$ cat config.mk
export PLATFORM = sky130hd
export DESIGN_NAME = fan_tach_monitor
export DESIGN_NICKNAME = d
export VERILOG_FILES = /design/src/rtl/fan_tach_pkg.sv /design/src/rtl/fan_ref_tick.sv /design/src/rtl/fan_tach_edge.sv /design/src/rtl/fan_div_select.sv /design/src/rtl/fan_period_meter.sv /design/src/rtl/fan_tach_monitor.sv
export SDC_FILE = /design/constraint.sdc
export NUM_CORES = 1
export LEC_CHECK = 0
export ABC_CLOCK_PERIOD_IN_PS = 4200
export BUFFER_PORTS_ARGS = -buffer_cell sky130_fd_sc_hd__buf_2
export CAP_MARGIN = 40
export CORE_MARGIN = 2
export CORE_UTILIZATION = 45
export DETAILED_ROUTE_END_ITERATION = 12
export PLACE_DENSITY = 0.69
export RECOVER_POWER = 100
export SLEW_MARGIN = 20
export SYNTH_ARGS = -nofsm -noshare
export SYNTH_HDL_FRONTEND = slang
export SYNTH_SLANG_ARGS = --single-unit
$ cat constraint.sdc
create_clock -name clk -period 4.2 [get_ports clk]
set_input_delay 0.42 -clock clk [delete_from_list [all_inputs] [get_ports clk]]
set_output_delay 0.42 -clock clk [all_outputs]
set_load 0.01 [all_outputs]
$ cat src/rtl/fan_tach_pkg.sv
package fan_tach_pkg;

    localparam int NFANS      = 3;
    localparam int CNT_W      = 8;
    localparam int CODE_W     = 3;
    localparam int MAX_CODE   = (1 << CODE_W) - 1;
    localparam int SUB_W      = MAX_CODE;
    localparam logic [CNT_W-1:0] SAT_VAL   = '1;
    localparam logic [CNT_W-1:0] LAST_FREE = SAT_VAL - 8'd1;

    typedef enum logic [1:0] {
        MS_IDLE        = 2'd0,
        MS_FIRST_HALF  = 2'd1,
        MS_SECOND_HALF = 2'd2
    } meter_state_t;

    typedef logic [CODE_W-1:0] div_code_t;

    function automatic logic [CNT_W-1:0] floor_one(input logic [CNT_W-1:0] v);
        return (v == '0) ? {{(CNT_W-1){1'b0}}, 1'b1} : v;
    endfunction

endpackage

$ cat src/rtl/fan_ref_tick.sv
module fan_ref_tick #(
    parameter int PRESCALE = 8888
) (
    input  logic clk,
    input  logic rst_n,
    output logic tick
);
    generate
        if (PRESCALE <= 1) begin : g_pass
            assign tick = rst_n;
        end else begin : g_div
            localparam int PW = $clog2(PRESCALE);
            localparam logic [PW-1:0] TOP = PW'(PRESCALE - 1);
            logic [PW-1:0] pcnt;

            always_ff @(posedge clk or negedge rst_n) begin
                if (!rst_n) begin
                    pcnt <= '0;
                end else if (pcnt == TOP) begin
                    pcnt <= '0;
                end else begin
                    pcnt <= pcnt + 1'b1;
                end
            end

            assign tick = (pcnt == TOP);
        end
    endgenerate
endmodule

$ cat src/rtl/fan_tach_edge.sv
module fan_tach_edge #(
    parameter int SYNC_STAGES = 2
) (
    input  logic clk,
    input  logic rst_n,
    input  logic tach_raw,
    output logic rise
);
    logic [SYNC_STAGES-1:0] sync_q;
    logic                   last_q;

    always_ff @(posedge clk or negedge rst_n) begin
        if (!rst_n) begin
            sync_q <= '0;
            last_q <= 1'b0;
        end else begin
            sync_q[0] <= tach_raw;
            last_q    <= sync_q[SYNC_STAGES-1];
        end
    end

    generate
        for (genvar s = 1; s < SYNC_STAGES; s++) begin : g_stage
            always_ff @(posedge clk or negedge rst_n) begin
                if (!rst_n) begin
                    sync_q[s] <= 1'b0;
                end else begin
                    sync_q[s] <= sync_q[s-1];
                end
            end
        end
    endgenerate

    assign rise = sync_q[SYNC_STAGES-1] & ~last_q;
endmodule

$ cat src/rtl/fan_div_select.sv
module fan_div_select
    import fan_tach_pkg::*;
#(
    parameter bit EXT_DIV_EN = 1'b1
) (
    input  logic [7:0]      cfg_fan12_div,
    input  logic [7:0]      cfg_fan3_div,
    input  logic [7:0]      cfg_div_ext,
    output div_code_t       code [NFANS]
);
    localparam int EXT_BASE = 4;

    logic [1:0] low_bits [NFANS];

    // Field placement of the low code bits is fixed per fan.
    assign low_bits[0] = cfg_fan12_div[5:4];
    assign low_bits[1] = cfg_fan12_div[7:6];
    assign low_bits[2] = cfg_fan3_div[7:6];

    generate
        for (genvar f = 0; f < NFANS; f++) begin : g_fan
            if (EXT_DIV_EN) begin : g_ext
                assign code[f] = {cfg_div_ext[EXT_BASE + f], low_bits[f]};
            end else begin : g_base
                assign code[f] = {1'b0, low_bits[f]};
            end
        end
    endgenerate
endmodule

$ cat src/rtl/fan_period_meter.sv
module fan_period_meter
    import fan_tach_pkg::*;
(
    input  logic             clk,
    input  logic             rst_n,
    input  logic             ref_tick,
    input  logic             rise,
    input  div_code_t        live_code,
    output logic [CNT_W-1:0] count,
    output logic             upd
);
    meter_state_t     state, state_nx;
    div_code_t        cur_code;
    logic [SUB_W-1:0] sub_q;
    logic [CNT_W-1:0] cnt_q;

    logic [SUB_W-1:0] div_m1;
    logic             carry;
    logic             overflow;
    logic             close_win;
    logic [CNT_W-1:0] close_val;

    assign div_m1    = (SUB_W'(1) << cur_code) - SUB_W'(1);
    assign carry     = ref_tick && (sub_q == div_m1);
    assign overflow  = carry && (cnt_q == LAST_FREE);
    assign close_val = cnt_q + CNT_W'(carry);
    assign close_win = (state == MS_SECOND_HALF) && rise;

    // Next-state selection
    always_comb begin
        state_nx = state;
        unique case (state)
            MS_IDLE: begin
                if (rise) state_nx = MS_FIRST_HALF;
            end
            MS_FIRST_HALF: begin
                if (overflow)  state_nx = MS_IDLE;
                else if (rise) state_nx = MS_SECOND_HALF;
            end
            MS_SECOND_HALF: begin
                if (rise)          state_nx = MS_FIRST_HALF;
                else if (overflow) state_nx = MS_IDLE;
            end
            default: state_nx = MS_IDLE;
        endcase
    end

    // State register
    always_ff @(posedge clk or negedge rst_n) begin
        if (!rst_n) state <= MS_IDLE;
        else        state <= state_nx;
    end

    // Counters, code latch and reading
    always_ff @(posedge clk or negedge rst_n) begin
        if (!rst_n) begin
            cur_code <= '0;
            sub_q    <= '0;
            cnt_q    <= '0;
            count    <= SAT_VAL;
            upd      <= 1'b0;
        end else begin
            upd <= 1'b0;
            unique case (state)
                MS_IDLE: begin
                    cur_code <= live_code;
                    sub_q    <= '0;
                    cnt_q    <= '0;
                end
                MS_FIRST_HALF, MS_SECOND_HALF: begin
                    if (close_win) begin
                        count    <= floor_one(close_val);
                        upd      <= 1'b1;
                        cur_code <= live_code;
                        sub_q    <= '0;
                        cnt_q    <= '0;
                    end else if (overflow) begin
                        count <= SAT_VAL;
                        upd   <= 1'b1;
                        sub_q <= '0;
                        cnt_q <= '0;
                    end else if (ref_tick) begin
                        if (carry) begin
                            sub_q <= '0;
                            cnt_q <= cnt_q + 1'b1;
                        end else begin
                            sub_q <= sub_q + 1'b1;
                        end
                    end
                end
                default: begin
                    sub_q <= '0;
                    cnt_q <= '0;
                end
            endcase
        end
    end
endmodule

$ cat src/rtl/fan_tach_monitor.sv
module fan_tach_monitor
    import fan_tach_pkg::*;
#(
    parameter int CLK_HZ      = 200_000_000,
    parameter int REF_HZ      = 22_500,
    parameter bit EXT_DIV_EN  = 1'b1,
    parameter int SYNC_STAGES = 2
) (
    input  logic             clk,
    input  logic             rst_n,
    input  logic [NFANS-1:0] tach_in,
    input  logic [7:0]       cfg_fan12_div,
    input  logic [7:0]       cfg_fan3_div,
    input  logic [7:0]       cfg_div_ext,
    output logic [7:0]       fan_count_0,
    output logic [7:0]       fan_count_1,
    output logic [7:0]       fan_count_2,
    output logic [NFANS-1:0] fan_upd
);
    localparam int PRESCALE = CLK_HZ / REF_HZ;

    logic             ref_tick;
    logic [NFANS-1:0] rise;
    div_code_t        code [NFANS];
    logic [CNT_W-1:0] counts [NFANS];

    fan_ref_tick #(.PRESCALE(PRESCALE)) u_tick (
        .clk   (clk),
        .rst_n (rst_n),
        .tick  (ref_tick)
    );

    fan_div_select #(.EXT_DIV_EN(EXT_DIV_EN)) u_div (
        .cfg_fan12_div (cfg_fan12_div),
        .cfg_fan3_div  (cfg_fan3_div),
        .cfg_div_ext   (cfg_div_ext),
        .code          (code)
    );

    generate
        for (genvar f = 0; f < NFANS; f++) begin : g_fan
            fan_tach_edge #(.SYNC_STAGES(SYNC_STAGES)) u_edge (
                .clk      (clk),
                .rst_n    (rst_n),
                .tach_raw (tach_in[f]),
                .rise     (rise[f])
            );
            fan_period_meter u_meter (
                .clk       (clk),
                .rst_n     (rst_n),
                .ref_tick  (ref_tick),
                .rise      (rise[f]),
                .live_code (code[f]),
                .count     (counts[f]),
                .upd       (fan_upd[f])
            );
        end
    endgenerate

    assign fan_count_0 = counts[0];
    assign fan_count_1 = counts[1];
    assign fan_count_2 = counts[2];
endmodule

==> flow_metrics.py <==
metrics = {
    "detailed_routing": {
        "drt-initial-drc-count": 388,
        "final_antenna_net_count": 0,
        "routedWlPerCell_um": 14.8,
        "num_vias": 5475,
        "drcViolationCount": 0,
        "drt-vias-per-instance": 5.76,
        "totalWireLength_um": 14000,
        "first_pass_iters": 6,
    },
    "floorplan": {
        "start_util": 0.464,
        "rows": 44,
        "chipHeight_um": 127,
        "ios": 56,
        "dieArea_um2": 16000,
        "core-area_um2": 14600,
        "dieWidth_um": 127,
    },
    "global_routing": {
        "overflow": 0,
        "grt_pass1_wl_um": 24600,
        "grt_antenna_before_repair": 0,
        "grt_use_total": 0.184,
        "grt_max_degree": 49,
        "first_global_vias": 5365,
    },
    "placement": {
        "io_buffers": 40,
        "post-dp-hpwl_um": 9960,
        "routabilityCongestion": 0.894,
    },
    "synthesis": {
        "ys_ff_latch": 110,
        "synthesis.area_um2": 6760,
        "postSynthCellCount": 747,
        "yosys_warnings": 0,
        "synth_largest_area_cell": "dfrtp_1",
        "synth_area_per_cell_um2": 9.05,
        "synthTopCellsByArea": "dfrtp_1 32%, dfstp_2 9.3%, ha_1 5.7%, nor2_1 4.8%, xnor2_1 4.1%",
        "ys_types": 68,
        "ys_seq_area_frac": 0.411,
        "synth.top_cell.area_share": 0.318,
        "synth_top_flop_cell": "dfrtp_1",
        "syn-num-nets": 807,
        "synth-edff-count": 0,
        "async_flop_share": 1.00,
    },
    "sta": {
        "fin_skew_ns": 0.00706,
        "drv_slew": 49,
        "slew-limit-headroom": -0.701,
        "fin_tns_setup_ns": 0,
        "setup_violations": 0,
        "fin_crit_ns": 3.92,
        "timing.fmax_ghz": 0.255,
        "tightest_slew_ns": 2.55,
        "min_period_over_period": 0.934,
        "hold_viol": 0,
        "rsz0062_at_grt": "no",
    },
    "setup_path": {
        "r2r-start": "g_fan[0].u_meter.cur_code[1]",
        "startpoint_type": "flop",
        "required_ns": 4.50,
        "crit_start": "g_fan[0].u_meter.cur_code[1]",
        "path_class": "flop to flop",
        "cp.arrival_ns": 4.22,
        "cp-end-kind": "flop",
        "worstPathMaxFanout": 10,
    },
    "clock_network": {
        "cts_setup_buffers": 0,
        "clkTransAtPathRegs_ns": 0.07,
        "cts_buffers": 9,
        "clk_latency_ns": 0.35,
        "cts-resized-gates": 0,
        "clockBufferDepth": 2,
        "cts_sinks": 110,
        "cts_tree": "done",
        "htree_num_levels": 3,
        "cts_root_buf": "clkbuf_16",
        "cts_hold_buf": 0,
    },
    "cells_and_area": {
        "drive_above_1_share": 0.101,
        "nets": 822,
        "final_common_cell": "nor2_1",
        "synthToLayoutAreaGrowth_pct": 7.83,
        "layout_common_cells": "87 x nor2_1, 86 x dfrtp_1, 55 x nand2_1",
        "antenna_cells": 0,
    },
    "power_and_ir_drop": {
        "power_per_cell_area_nw_per_um2": 540,
        "total_power_mw": 3.94,
        "p_leak_nw": 2.93,
        "peakVddDrop_uv": 298,
    },
    "outcome": {
        "violations": "max-capacitance violations, max-slew violations",
        "outcome": "finished, violations left",
    },
    "hold_path": {
        "hp-start": "tach_in[1]",
        "hold_class": "primary input to flop",
    },
    "flow_run": {
        "cap_violations": 1,
    },
}
## where the power goes
group | leakage, nW | switching, mW | internal (mW) | total (mW)
clock network | 0.139 | 0.375 | 0.459 | 0.834
registers | 1.39 | 0.203 | 1.33 | 1.53
logic | 1.40 | 0.929 | 0.642 | 1.57
## Yosys cell counts (4+ instances only)
| master | instances |
|---|---|
| nand4_1 | 6 |
| nand2_1 | 55 |
| nor2b_1 | 9 |
| o21a_1 | 5 |
| nand3_1 | 50 |
| dfstp_2 | 24 |
| and3_1 | 10 |
| buf_2 | 4 |
| ha_1 | 31 |
| a21o_1 | 5 |
| inv_1 | 22 |
| nor2_1 | 87 |
| nor3_1 | 24 |
| o22a_1 | 7 |
| xnor2_1 | 32 |
| nand2b_1 | 15 |
| xor2_1 | 23 |
| mux2_2 | 9 |
| o21ai_0 | 32 |
| a31oi_1 | 13 |
| a211oi_1 | 4 |
| clkbuf_1 | 35 |
| nand3b_1 | 4 |
| and2_1 | 7 |
| mux2i_1 | 7 |
| o211ai_1 | 8 |
| or4_1 | 6 |
| or3_1 | 11 |
| o22ai_1 | 6 |
| dfrtp_1 | 86 |
| a22oi_1 | 15 |
| o31ai_1 | 5 |
| a21oi_1 | 29 |
## final cells by class
type,instances,area (um2)
Clock buffer,11,233
Multi-Input combinational cell,569,3690
Inverter,22,82.6
Timing Repair Buffer,50,229
Tap cell,184,230
Sequential cell,110,2780
Fill cell,1330,7300
Clock inverter,4,48.8
## worst paths after layout
| check | to | slack [ns] | cells past startpoint |
|---|---|---|---|
| min reg2reg | g_fan[0].u_edge.sync_q[1] | 0.35 | 0 |
| max | g_fan[0].u_meter.count[0] | 0.28 | 14 |
| min | g_fan[1].u_edge.sync_q[0] | 0.17 | 1 |
| max reg2reg | g_fan[0].u_meter.count[0] | 0.28 | 14 |
| min in group asynchronous | g_fan[0].u_meter.upd | 0.86 | 1 |
| max in group asynchronous | g_fan[1].u_meter.upd | 1.06 | 2 |
## kinds of logic after synthesis
group	synth area share
AO/OA/AOI/OAI	0.160
buffers and inverters	0.0424
flip-flops	0.411
adder cells (fa/ha/maj)	0.0574
multiplexers	0.0253
AND/OR/NAND/NOR	0.232
XOR/XNOR	0.0712
## worst max-delay path, stage by stage (launching register included)
cell and delay, ns:
dfrtp_1 0.46, or3_1 0.40, ha_1 0.31, or4b_1 0.50, o211ai_1 0.13, xnor2_1 0.12, or2_1 0.30, nor2_1 0.13
ha_1 0.21, ha_2 0.26, nand2_1 0.10, xnor2_1 0.15, or4_1 0.43, a211oi_2 0.23, o32a_1 0.16
## flip-flops by register name, summed over array words and instances, names as in the netlist
signal / flops
g_fan.u_meter.cnt_q: 24
g_fan.u_meter.count: 24
g_fan.u_meter.sub_q: 21
u_tick.g_div.pcnt: 14
g_fan.u_meter.cur_code: 9
g_fan.u_edge.sync_q: 6
g_fan.u_meter.state: 6
g_fan.u_edge.last_q: 3
g_fan.u_meter.upd: 3
## per-layer routing
metal / track usage / share of wire
met5: 0 / 0
met2: 0.306 / 0.49
met4: 0.0795 / 0.018
met3: 0.0245 / 0.033
met1: 0.240 / 0.46
## stage by stage
step / hold WS [ns] / std cells / util / setup WS [ns] / area [um2]
after CTS: 0.0977 / 950 / 0.504 / 0.174 / 7350
after detailed placement: 0.336 / 935 / 0.484 / 0.206 / 7070
final: 0.168 / 950 / 0.500 / 0.278 / 7290
after floorplan: 0.124 / 747 / - / 0.250 / 6760
after global routing: 0.155 / 950 / 0.500 / 0.0194 / 7290
after global placement: 0.332 / 935 / 0.484 / 0.300 / 7070
No activity file was read; power rests on OpenSTA's default activity.
